**src/rtl/brt_pkg.sv**
```systemverilog
`timescale 1ns/1ps
package brt_pkg;
  localparam int ADDR_W = 12;
  localparam int DATA_W = 8;
  localparam int PAGE_W = ADDR_W - DATA_W;
  localparam logic [PAGE_W-1:0] TABLE_PAGE = PAGE_W'(3);
  localparam logic [DATA_W-1:0] OP_PIND = 8'hB3;
  localparam logic [DATA_W-1:0] OP_TBL  = 8'hE3;
  localparam logic [DATA_W-1:0] OP_SEL0 = 8'hE5;
  localparam logic [DATA_W-1:0] OP_SEL1 = 8'hF5;
  localparam logic [DATA_W-1:0] OP_JTF  = 8'h16;

  typedef enum logic [3:0] {
    K_NONE, K_COND, K_BIT, K_DJNZ, K_LJMP, K_CALL, K_PIND, K_TBL, K_SEL0, K_SEL1
  } kind_t;

  // in-page target: keep page of fall-through address
  function automatic logic [ADDR_W-1:0] short_target(input logic [ADDR_W-1:0] npc,
                                                     input logic [DATA_W-1:0] lo);
    return {npc[ADDR_W-1:DATA_W], lo};
  endfunction

  // long target: bank bit, three opcode bits, second byte
  function automatic logic [ADDR_W-1:0] long_target(input logic bk, input logic [2:0] hi,
                                                    input logic [DATA_W-1:0] lo);
    return {bk, hi, lo};
  endfunction

  function automatic logic [ADDR_W-1:0] table_addr(input logic [DATA_W-1:0] a);
    return {TABLE_PAGE, a};
  endfunction

  function automatic logic cond_code_used(input logic [3:0] nib);
    case (nib)
      4'h1, 4'h2, 4'h3, 4'h4, 4'h5, 4'h7, 4'h8, 4'h9, 4'hB, 4'hC, 4'hE, 4'hF: return 1'b1;
      default: return 1'b0;
    endcase
  endfunction

  function automatic kind_t classify(input logic [DATA_W-1:0] op);
    if (op == OP_PIND) return K_PIND;
    if (op == OP_TBL)  return K_TBL;
    if (op == OP_SEL0) return K_SEL0;
    if (op == OP_SEL1) return K_SEL1;
    if (op[3:0] == 4'h4) return op[4] ? K_CALL : K_LJMP;
    if (op[3:0] == 4'h6) return cond_code_used(op[7:4]) ? K_COND : K_NONE;
    if (op[3:0] == 4'h2 && op[4]) return K_BIT;
    if (op[7:4] == 4'hE && op[3]) return K_DJNZ;
    return K_NONE;
  endfunction
endpackage

```
**src/rtl/brt_decode.sv**
```systemverilog
`timescale 1ns/1ps
module brt_decode
  import brt_pkg::*;
#(
  parameter int DW = DATA_W
) (
  input  logic [DW-1:0] opcode,
  output kind_t         kind,
  output logic [3:0]    cond_sel,
  output logic [2:0]    bit_sel,
  output logic          is_mem
);
  always_comb begin
    kind     = classify(opcode);
    cond_sel = opcode[7:4];
    bit_sel  = opcode[7:5];
    is_mem   = (kind == K_PIND) || (kind == K_TBL);
  end
endmodule

```
**src/rtl/brt_cond.sv**
```systemverilog
`timescale 1ns/1ps
module brt_cond
  import brt_pkg::*;
#(
  parameter int DW = DATA_W
) (
  input  logic [3:0]    cond_sel,
  input  logic [2:0]    bit_sel,
  input  logic [DW-1:0] acc,
  input  logic          carry,
  input  logic          f0,
  input  logic          f1,
  input  logic          tf,
  input  logic          t0_pin,
  input  logic          t1_pin,
  input  logic          int_pin,
  output logic          cond_hit,
  output logic          bit_hit
);
  logic acc_zero;
  assign acc_zero = (acc == '0);
  assign bit_hit  = acc[bit_sel];

  always_comb begin
    case (cond_sel)
      4'h1:    cond_hit = tf;
      4'h2:    cond_hit = !t0_pin;
      4'h3:    cond_hit = t0_pin;
      4'h4:    cond_hit = !t1_pin;
      4'h5:    cond_hit = t1_pin;
      4'h7:    cond_hit = f1;
      4'h8:    cond_hit = !int_pin;
      4'h9:    cond_hit = !acc_zero;
      4'hB:    cond_hit = f0;
      4'hC:    cond_hit = acc_zero;
      4'hE:    cond_hit = !carry;
      4'hF:    cond_hit = carry;
      default: cond_hit = 1'b0;
    endcase
  end
endmodule

```
**src/rtl/brt_flags.sv**
```systemverilog
`timescale 1ns/1ps
module brt_flags (
  input  logic clk,
  input  logic rst_n,
  input  logic sel_we,
  input  logic sel_val,
  input  logic tf_set,
  input  logic tf_consume,
  output logic bank,
  output logic tf_flag
);
  always_ff @(posedge clk or negedge rst_n) begin
    if (!rst_n) begin
      bank    <= 1'b0;
      tf_flag <= 1'b0;
    end else begin
      if (sel_we) bank <= sel_val;
      // a fresh overflow outranks consumption in the same cycle
      if (tf_set)          tf_flag <= 1'b1;
      else if (tf_consume) tf_flag <= 1'b0;
    end
  end
endmodule

```
**src/rtl/branch_target_unit.sv**
```systemverilog
`timescale 1ns/1ps
module branch_target_unit
  import brt_pkg::*;
#(
  parameter int AW = ADDR_W,
  parameter int DW = DATA_W
) (
  input  logic          clk,
  input  logic          rst_n,
  input  logic          valid,
  input  logic [DW-1:0] opcode,
  input  logic [DW-1:0] operand,
  input  logic [AW-1:0] next_pc,
  input  logic [DW-1:0] acc,
  input  logic [DW-1:0] reg_val,
  input  logic          carry,
  input  logic          f0,
  input  logic          f1,
  input  logic          t0_pin,
  input  logic          t1_pin,
  input  logic          int_pin,
  input  logic          tf_set,
  input  logic [DW-1:0] pmem_data,
  output logic [AW-1:0] pmem_addr,
  output logic          pmem_rd,
  output logic          done,
  output logic [AW-1:0] pc_out,
  output logic          taken,
  output logic          is_call,
  output logic          djnz_wr,
  output logic [DW-1:0] djnz_val,
  output logic          tbl_wr,
  output logic [DW-1:0] tbl_data,
  output logic          bank,
  output logic          tf_flag
);
  kind_t         kind;
  logic [3:0]    cond_sel;
  logic [2:0]    bit_sel;
  logic          is_mem;
  logic          cond_hit, bit_hit;
  logic          busy;
  logic          wait_tbl;
  logic [AW-1:0] wait_pc;

  // named events for the checker
  logic          accept;
  logic          tf_consume;
  logic          sel_we;
  logic [DW-1:0] dec_val;
  logic          imm_take;
  logic [AW-1:0] imm_target;
  logic [AW-1:0] imm_pc;

  brt_decode #(.DW(DW)) u_dec (
    .opcode(opcode), .kind(kind), .cond_sel(cond_sel), .bit_sel(bit_sel), .is_mem(is_mem)
  );

  brt_cond #(.DW(DW)) u_cond (
    .cond_sel(cond_sel), .bit_sel(bit_sel), .acc(acc), .carry(carry), .f0(f0), .f1(f1),
    .tf(tf_flag), .t0_pin(t0_pin), .t1_pin(t1_pin), .int_pin(int_pin),
    .cond_hit(cond_hit), .bit_hit(bit_hit)
  );

  assign accept     = valid && !busy;
  assign tf_consume = accept && (kind == K_COND) && (cond_sel == 4'h1);
  assign sel_we     = accept && ((kind == K_SEL0) || (kind == K_SEL1));

  brt_flags u_flags (
    .clk(clk), .rst_n(rst_n), .sel_we(sel_we), .sel_val(kind == K_SEL1),
    .tf_set(tf_set), .tf_consume(tf_consume), .bank(bank), .tf_flag(tf_flag)
  );

  assign pmem_rd   = accept && is_mem;
  assign pmem_addr = (kind == K_TBL) ? table_addr(acc) : short_target(next_pc, acc);
  assign dec_val   = reg_val - 1'b1;

  always_comb begin
    case (kind)
      K_COND:         imm_take = cond_hit;
      K_BIT:          imm_take = bit_hit;
      K_DJNZ:         imm_take = (dec_val != '0);
      K_LJMP, K_CALL: imm_take = 1'b1;
      default:        imm_take = 1'b0;
    endcase
    if (kind == K_LJMP || kind == K_CALL) imm_target = long_target(bank, opcode[7:5], operand);
    else                                  imm_target = short_target(next_pc, operand);
    imm_pc = imm_take ? imm_target : next_pc;
  end

  always_ff @(posedge clk or negedge rst_n) begin
    if (!rst_n) begin
      busy     <= 1'b0;
      wait_tbl <= 1'b0;
      wait_pc  <= '0;
      done     <= 1'b0;
      pc_out   <= '0;
      taken    <= 1'b0;
      is_call  <= 1'b0;
      djnz_wr  <= 1'b0;
      djnz_val <= '0;
      tbl_wr   <= 1'b0;
      tbl_data <= '0;
    end else begin
      done    <= 1'b0;
      djnz_wr <= 1'b0;
      tbl_wr  <= 1'b0;
      if (busy) begin
        // memory byte arrives this cycle
        busy    <= 1'b0;
        done    <= 1'b1;
        is_call <= 1'b0;
        if (wait_tbl) begin
          pc_out   <= wait_pc;
          taken    <= 1'b0;
          tbl_wr   <= 1'b1;
          tbl_data <= pmem_data;
        end else begin
          pc_out <= short_target(wait_pc, pmem_data);
          taken  <= 1'b1;
        end
      end else if (accept) begin
        if (is_mem) begin
          busy     <= 1'b1;
          wait_tbl <= (kind == K_TBL);
          wait_pc  <= next_pc;
        end else begin
          done     <= 1'b1;
          pc_out   <= imm_pc;
          taken    <= imm_take;
          is_call  <= (kind == K_CALL);
          djnz_wr  <= (kind == K_DJNZ);
          djnz_val <= dec_val;
        end
      end
    end
  end
endmodule

```
**config.mk**
```make
export PLATFORM = sky130hd
export DESIGN_NAME = branch_target_unit
export DESIGN_NICKNAME = d
export VERILOG_FILES = /design/src/rtl/brt_pkg.sv /design/src/rtl/brt_decode.sv /design/src/rtl/brt_cond.sv /design/src/rtl/brt_flags.sv /design/src/rtl/branch_target_unit.sv
export SDC_FILE = /design/constraint.sdc
export NUM_CORES = 1
export LEC_CHECK = 0
export ABC_AREA = 1
export ABC_CLOCK_PERIOD_IN_PS = 1600
export CAP_MARGIN = 20
export CORE_UTILIZATION = 41
export DETAILED_ROUTE_END_ITERATION = 8
export GPL_ROUTABILITY_DRIVEN = 0
export GPL_TIMING_DRIVEN = 0
export PLACE_DENSITY = 0.81
export SLEW_MARGIN = 20
export SYNTH_ARGS = -nofsm -noshare
export SYNTH_HDL_FRONTEND = slang
export SYNTH_HIERARCHICAL = 1
export SYNTH_SLANG_ARGS = --single-unit
export TNS_END_PERCENT = 30
```
**constraint.sdc**
```tcl
create_clock -name clk -period 1.6 [get_ports clk]
set_input_delay 0.32 -clock clk [delete_from_list [all_inputs] [get_ports clk]]
set_output_delay 0.32 -clock clk [all_outputs]
set_load 0.01 [all_outputs]
```
==> results of run 1 <==
-- cell usage in the layout (no fill, tap or decap), types with 2 or more instances in the layout --
cell              n
nand2_1          97
clkdlybuf4s50_1  79
inv_1            60
nor2_1           49
dfrtp_1          49
buf_4            33
o21ai_0          32
nand3_1          31
inv_2            17
dlygate4sd2_1    14
nand2_2          13
nor2_4            8
a21oi_2           8
clkbuf_8          7
nor2_2            6
o21ai_1           6
nand3_2           6
buf_6             6
buf_12            6
buf_2             5
nand4_1           5
o22ai_1           5
nand2_4           4
nand3b_1          4
a21oi_1           4
nor3_1            3
o221ai_1          3
nor4_1            2
clkbuf_2          2
clkbuf_1          2
inv_4             2
nand2_8           2
clkinv_4          2
-- cell usage after synthesis (all sizes together) --
cell,n
o22ai,5
a21oi,12
nor4,2
clkbuf,6
nand4,5
o21ai,39
nand2,115
nand3b,4
nor3,5
nand3,38
o211ai,1
o21bai,1
o21a,1
dfrtp,49
ha,2
nor2,63
clkinv,1
o41ai,1
inv,79
o221ai,3
nor3b,1
buf,18
-- cells by family after synthesis --
group / count (synthesis) / synth area share
AO/OA/AOI/OAI: 63 / 0.119
adder cells (fa/ha/maj): 2 / 0.00795
buffers and inverters: 104 / 0.148
flip-flops: 49 / 0.390
AND/OR/NAND/NOR: 233 / 0.335
-- final timing paths --
| check | cells after the start | startpoint | to |
|---|---|---|---|
| max | 12 | opcode[3] | pmem_addr[9] |
| min | 3 | opcode[6] | pc_out[9]$_DFFE_PN0P_ |
| min reg2reg | 2 | djnz_val[5]$_DFFE_PN0P_ | djnz_val[5]$_DFFE_PN0P_ |
| max reg2reg | 13 | u_flags/tf_flag$_DFFE_PN0P_ | pc_out[2]$_DFFE_PN0P_ |
| max in group asynchronous | 3 | rst_n | wait_pc[10]$_DFFE_PN0P_ |
| min in group asynchronous | 2 | rst_n | tbl_data[4]$_DFFE_PN0P_ |
-- metal layers --
metal  track usage  part of all wire  vias to the layer above
met5             0                 0                        -
met4        0.0693             0.018                        0
met3        0.0384             0.069                       18
met2         0.450              0.51                      157
met1         0.281              0.40                     1573
li1              -                 -                     1689
-- tightest hold or removal path: stages --
cell and delay [ps]:
buf_12 100, o21ai_1 70, o221ai_1 130
-- flip-flops by register name (all words and copies together), names as in the netlist --
register,count
pc_out,12
wait_pc,12
djnz_val,8
tbl_data,8
busy,1
djnz_wr,1
done,1
is_call,1
taken,1
tbl_wr,1
u_flags/bank,1
u_flags/tf_flag,1
wait_tbl,1
-- through the flow --
step	utilization	cell area (µm²)
after floorplan	-	3210
after global routing	0.669	4910
after detailed placement	0.605	4440
final	0.669	4910
after global placement	0.603	4420
after CTS	0.664	4860
-- layout make-up --
class	count	area [µm²]	share of cell area
Multi-Input combinational cell	300	1650	0.335
Timing Repair Buffer	131	1300	0.265
Sequential cell	49	1230	0.250
Inverter	80	310	0.0632
Buffer	24	185	0.0377
Tap cell	99	124	0.0252
Clock buffer	5	68.8	0.0140
Clock inverter	3	46.3	0.00944
-- power groups by stage --
| stage | Combinational, mW | Clock (mW) | Sequential [mW] |
|---|---|---|---|
| after floorplan | 0.380 | 0 | 1.50 |
| after detailed placement | 0.934 | 0 | 1.46 |
| after global placement | 0.907 | 0 | 1.46 |
| after CTS | 0.994 | 0.901 | 1.44 |
| after global routing | 1.10 | 0.961 | 1.45 |
| final | 1.01 | 0.897 | 1.44 |
-- what timing repair did --
| action | CTS | global route |
|---|---|---|
| setup endpoints to repair | 52 | 28 |
| pin swaps | 22 | 3 |
| setup buffers | 20 | 1 |
| cloned | 2 | 0 |
| endpoints found under the hold margin | 18 | 0 |
| hold buffers | 1 | 0 |
| resized for setup | 136 | 10 |
==> flow_summary.ini, run 1 <==
[outcome]
status = complete, but fails checks
violations = negative setup slack

[final_layout]
fill_cells = 616
finish.net_count = 655
area_delta_synth_final_pct = 55.8
final_layout_size_suffix_gt1_frac = 0.235
diodes = 0
fin_cells = 691

[global_route]
grtUsageTotal = 0.240
antenna_found_initial = 0
grt_pass1_vias = 3379
gr-total-overflow = 0
grt_pass1_wl_mm = 14.9
grt_max_degree = 32

[worst_setup_path]
cpMaxStageDelayCell = nor3_4
path_buf_inv = 6
path_class = in -> out
crit_family = simple AND/OR/NAND/NOR gates
slowest_delay_ps = 220
endpoint_kind = primary output
crit_arrival_ps = 1540
reg2reg_slack_ps = -70
crit_top_cell = inv_2
path_max_fanout = 3
cp-start-kind = input pin
required_ps = 1280
worstPathCellList = buf_8, nor2_4, nand3_2, inv_2, nand2_2, nand4_1, inv_2, nor3_4, buf_6, inv_2, nand2_1, buf_2

[yosys]
yosysUniqueCellTypes = 34
synth-seq-cells = 49
synth.area.top_cells = dfrtp_1 39%, nand2_1 13%, inv_1 8.3%
syn_inst = 451
yosysSeqAreaShare = 0.390
mappedNetlistArea_um2 = 3150
synth_nets = 515
synth_top_area_cell = dfrtp_1
yosysWarnings = 6
synth_top_area_share = 0.390
synth.avg_cell_area_um2 = 6.98

[power_and_ir_drop]
vdd_ir_drop_max_mv = 0.336
leakage_nw = 2.46
pwr-share-comb = 0.301
total_power_mw = 3.34
seqPwrFrac = 0.430
pwr-share-clk = 0.268
cellPowerDensity_nw_per_um2 = 681
p_int_mw = 2.37
p_sw_mw = 0.974
swShare = 0.292

[timing]
holdWs_ps = 357
min_period_over_period = 1.16
hold_viol_final = 0
skew_ps = 9.54
fmax_ghz = 0.538
fin_tns_setup_ps = -2230
rsz0062_at_grt = yes
finalCriticalPeriod_ps = 1860
slew_violations = 0
worst_slew_pin_slew_ps = 446
layout_setup_ws_ps = -258
slew_headroom = 0.703
setup_viol = 15

[placed_design]
dp_cells = 660
portBuffers = 109
dp_slack_ps = -1490
dp_hpwl_mm = 6.56

[detailed_routing]
vias = 3437
dr.pass1.iters = 5
routed_wl_mm = 9.28
wl_per_cell_um = 13.4
drc = 0
vias_per_cell = 4.97
final_antenna_net_count = 0
drt_iter0_markers = 137

[cts]
clock-sinks = 49
cts_root_buffer = clkbuf_8
clk_pin_slew_ps = 90
clk_path_buf_depth = 2
ctsHtreeMaxLevel = 2
insertion_delay_ps = 310
cts_buffers = 5
cts_tree = yes

[floorplan]
rows = 31
start_util = 0.429
die-width_um = 89.6
io_pins = 110
die_h_um = 89.6
coreArea_um2 = 7330
die_area_um2 = 8030

[hold_path]
hold_path_class = in -> reg

[job]
drv_cap = 0
Note: power is estimated with default switching activity, not from simulation.
==> run 2, diff against run 1 <==
--- a/config.mk
+++ b/config.mk
@@ -7,7 +7,7 @@
 export LEC_CHECK = 0
 export ABC_AREA = 1
 export ABC_CLOCK_PERIOD_IN_PS = 1600
-export CAP_MARGIN = 20
+export CAP_MARGIN = 40
 export CORE_UTILIZATION = 41
 export DETAILED_ROUTE_END_ITERATION = 8
 export GPL_ROUTABILITY_DRIVEN = 0
==> flow_summary.ini, run 2 (synthesized netlist as in run 1, its figures left out) <==
[timing]
fmax_ghz = 0.538
finalCriticalPeriod_ps = 1860
min_period_over_period = 1.16
hold_viol_final = 0
slew_headroom = 0.703
setup_viol = 15
skew_ps = 9.54
slew_violations = 0
worst_slew_pin_slew_ps = 446
rsz0062_at_grt = yes
layout_setup_ws_ps = -258

[outcome]
violations = negative setup slack
status = complete, but fails checks

[detailed_routing]
vias_per_cell = 4.97
drc = 0
final_antenna_net_count = 0
wl_per_cell_um = 13.4
dr.pass1.iters = 5
vias = 3437
routed_wl_mm = 9.28
drt_iter0_markers = 137

[worst_setup_path]
path_max_fanout = 3
required_ps = 1280
crit_arrival_ps = 1540
path_class = in -> out
endpoint_kind = primary output
cp-start-kind = input pin

[cts]
clock-sinks = 49
insertion_delay_ps = 310
cts_buffers = 5
cts_root_buffer = clkbuf_8
ctsHtreeMaxLevel = 2
clk_pin_slew_ps = 90
cts_tree = yes
clk_path_buf_depth = 2

[final_layout]
fill_cells = 616
final_cell_mix = 97 x nand2_1, 79 x clkdlybuf4s50_1, 60 x inv_1
final_layout_size_suffix_gt1_frac = 0.235
final-seq-area_um2 = 1230
diodes = 0
mostFrequentLayoutCell = nand2_1
finish.net_count = 655
design_area_um2 = 4910
area_delta_synth_final_pct = 55.8
multiInputGateArea_um2 = 1650
layout_top_registers = pc_out x12, wait_pc x12
utilization = 0.669

[placed_design]
portBuffers = 109
dp_hpwl_mm = 6.56
dp_slack_ps = -1490
place_area_um2 = 4440

[power_and_ir_drop]
leakage_nw = 2.46
cellPowerDensity_nw_per_um2 = 681
total_power_mw = 3.34
vdd_ir_drop_max_mv = 0.336

[global_route]
grtUsageTotal = 0.240
grt_pass1_wl_mm = 14.9
antenna_found_initial = 0
grt_pass1_vias = 3379
grt_max_degree = 32
gr-total-overflow = 0

[job]
drv_cap = 0

[floorplan]
rows = 31
die_h_um = 89.6
coreArea_um2 = 7330
die_area_um2 = 8030
io_pins = 110
die-width_um = 89.6
start_util = 0.429

[hold_path]
hold_path_class = in -> reg
==> run 2: cell counts in the layout (fill, tap and decap cells not counted) <==
Identical to the previous run, type by type.
==> run 2: final timing paths <==
| path | slack (ps) | depth (start not counted) | startpoint | to |
|---|---|---|---|---|
| max | -260 | 12 | opcode[3] | pmem_addr[9] |
| min | 360 | 3 | opcode[6] | pc_out[9]$_DFFE_PN0P_ |
| max reg2reg | -70 | 13 | u_flags/tf_flag$_DFFE_PN0P_ | pc_out[2]$_DFFE_PN0P_ |
| min reg2reg | 490 | 2 | djnz_val[5]$_DFFE_PN0P_ | djnz_val[5]$_DFFE_PN0P_ |
| max in group asynchronous | 590 | 3 | rst_n | wait_pc[10]$_DFFE_PN0P_ |
| min in group asynchronous | 500 | 2 | rst_n | tbl_data[4]$_DFFE_PN0P_ |
==> run 2: cell type report <==
type	instances	area share
multi-input combinational	300	0.335
timing repair buffer	131	0.265
sequential	49	0.250
inverter	80	0.0632
buffer	24	0.0377
tap	99	0.0252
clock buffer	5	0.0140
clock inverter	3	0.00944
==> run 2: per-layer routing <==
layer  share of wire  wire [µm]  track usage  vias to the layer above
li1                -          -            -                     1689
met1            0.40       3750        0.281                     1573
met2            0.51       4720        0.450                      157
met3           0.069        641       0.0384                       18
met4           0.018        170       0.0693                        0
met5               0          0            0                        -
==> run 2: report_power, final <==
part	internal, mW	leakage [nW]	total (mW)	switching [mW]
combinational	0.526	1.85	1.01	0.481
sequential	1.37	0.558	1.44	0.0650
clock	0.468	0.0543	0.897	0.428
==> run 2: timing repair <==
action                     4_1_cts  5_1_grt
setup endpoints to repair       52       28
resized for setup              136       10
buffers inserted                20        1
pin swaps                       22        3
hold buffers                     1        0
gates cloned                     2        0
hold endpoints to repair        18        0
==> run 2: stage by stage <==
stage | TNS, ps | instances | hold WS (ps)
finish | -2230 | 691 | 357
floorplan | -1550 | 451 | 24.4
global placement | -98450 | 659 | 466
CTS | -1690 | 690 | 361
detailed placement | -43320 | 660 | 284
global route | -4330 | 691 | 382
==> run 2: worst max-delay path: stages <==
cell     delay [ps]
buf_8           100
nor2_4          110
nand3_2          90
inv_2            80
nand2_2          80
nand4_1         140
inv_2            70
nor3_4          220
buf_6           130
inv_2            30
nand2_1          40
buf_2           120
==> run 3, diff against run 2 <==
--- a/config.mk
+++ b/config.mk
@@ -13,6 +13,7 @@
 export GPL_ROUTABILITY_DRIVEN = 0
 export GPL_TIMING_DRIVEN = 0
 export PLACE_DENSITY = 0.81
+export SKIP_LAST_GASP = 1
 export SLEW_MARGIN = 20
 export SYNTH_ARGS = -nofsm -noshare
 export SYNTH_HDL_FRONTEND = slang
==> flow_summary.ini, run 3 (synthesized netlist as in run 1, its figures left out) <==
[outcome]
status = complete, but fails checks
violations = negative setup slack

[final_layout]
mostFrequentLayoutCell = nand2_1
fill_cells = 610
final_cell_mix = 97 x nand2_1, 80 x clkdlybuf4s50_1, 61 x inv_1
diodes = 0
area_delta_synth_final_pct = 55.8
final_layout_size_suffix_gt1_frac = 0.233
layout_top_registers = pc_out x12, wait_pc x12
finish.net_count = 655
design_area_um2 = 4900

[detailed_routing]
final_antenna_net_count = 0
routed_wl_mm = 9.41
drc = 0
vias_per_cell = 4.98
vias = 3442
drt_iter0_markers = 131
wl_per_cell_um = 13.6
dr.pass1.iters = 5

[timing]
fin_tns_setup_ps = -3710
slew_violations = 0
finalCriticalPeriod_ps = 1890
setup_viol = 21
min_period_over_period = 1.18
hold_viol_final = 0
skew_ps = 7.73
layout_setup_ws_ps = -289
fmax_ghz = 0.529
rsz0062_at_grt = yes
slew_headroom = 0.658
worst_slew_pin_slew_ps = 508

[global_route]
met1_usage = 0.283
antenna_found_initial = 0
top_usage_layer = met2
gr-total-overflow = 0
use_met2 = 0.455
grt_pass1_vias = 3448
grtUsageTotal = 0.244
grt_pass1_wl_mm = 15.2
use_met3 = 0.0393
grt_max_degree = 32

[hold_path]
hold_depth = 3
min_to = pc_out[9]$_DFFE_PN0P_
hp-start = opcode[6]
hold_path_class = in -> reg

[worst_setup_path]
worstReg2RegStart = busy$_DFF_PN0_
required_ps = 1280
reg2reg_slack_ps = -150
crit_arrival_ps = 1570
cp-start-kind = input pin
r2r_cells = 9
timing.rr.end = pc_out[7]$_DFFE_PN0P_
path_max_fanout = 7
path_class = in -> out
crit_start = opcode[4]
endpoint_kind = primary output

[floorplan]
rows = 31
die-width_um = 89.6
coreArea_um2 = 7330
start_util = 0.429
io_pins = 110
die_h_um = 89.6
die_area_um2 = 8030

[cts]
cts_buffers = 5
cts_root_buffer = clkbuf_8
clk_path_buf_depth = 2
ctsHtreeMaxLevel = 2
insertion_delay_ps = 300
clk_pin_slew_ps = 90
cts_tree = yes
clock-sinks = 49

[power_and_ir_drop]
seqPwrFrac = 0.431
p_int_mw = 2.37
p_sw_mw = 0.970
cellPowerDensity_nw_per_um2 = 680
pwr-share-clk = 0.267
vdd_ir_drop_max_mv = 0.332
swShare = 0.291
pwr-share-comb = 0.303
leakage_nw = 2.44

[placed_design]
dp_hpwl_mm = 6.56
portBuffers = 109
place_area_um2 = 4440
dp_slack_ps = -1490

[job]
drv_cap = 0
==> run 3: power groups by stage <==
stage               registers [mW]  logic [mW]  clock network (mW)
floorplan                     1.50       0.380                   0
global placement              1.46       0.907                   0
detailed placement            1.46       0.934                   0
CTS                           1.44       0.993               0.901
global route                  1.45        1.11               0.962
finish                        1.44        1.01               0.890
==> run 3: worst max path at each step <==
stage                                 end  cells past startpoint
global route                 pmem_addr[9]                     15
floorplan           pc_out[5]$_DFFE_PN0P_                     14
global placement             pmem_addr[9]                     12
detailed placement           pmem_addr[9]                     12
finish                      pmem_addr[11]                      9
CTS                          pmem_addr[9]                     12
==> run 3: critical path: stages <==
cell and delay [ps]:
buf_12 90, nand2_4 50, nor3b_4 210, nand2_2 110, nand4_1 150, inv_2 80, nor3_4 230, nor2_1 90
clkdlybuf4s15_2 230
==> run 3: timing repair <==
item | CTS | global route
hold buffers | 1 | 0
gates resized for setup | 132 | 7
hold endpoints to repair | 18 | 0
buffers inserted | 20 | 1
cloned | 2 | 0
endpoints found under the setup margin | 52 | 33
pin swaps | 22 | 4
==> run 3: stage by stage <==
stage,hold WS (ps),power (mW),util,cells
5_1_grt,384,3.52,0.669,691
2_1_floorplan,24.4,1.88,-,451
3_5_place_dp,284,2.39,0.605,660
6_report,364,3.34,0.669,691
4_1_cts,361,3.33,0.663,690
3_3_place_gp,466,2.36,0.603,659
==> run 3: layout make-up <==
| cell class | instances | area, µm² | share of cell area |
|---|---|---|---|
| buffer | 24 | 181 | 0.0370 |
| multi-input combinational | 300 | 1650 | 0.337 |
| inverter | 80 | 308 | 0.0628 |
| tap | 99 | 124 | 0.0253 |
| clock buffer | 5 | 68.8 | 0.0140 |
| sequential | 49 | 1230 | 0.250 |
| clock inverter | 3 | 46.3 | 0.00944 |
| timing repair buffer | 131 | 1300 | 0.264 |
==> run 3: per-layer routing <==
| metal | up-vias | wire [µm] |
|---|---|---|
| li1 | 1691 | - |
| met1 | 1589 | 3780 |
| met2 | 141 | 4830 |
| met3 | 21 | 594 |
| met4 | 0 | 198 |
| met5 | - | 0 |
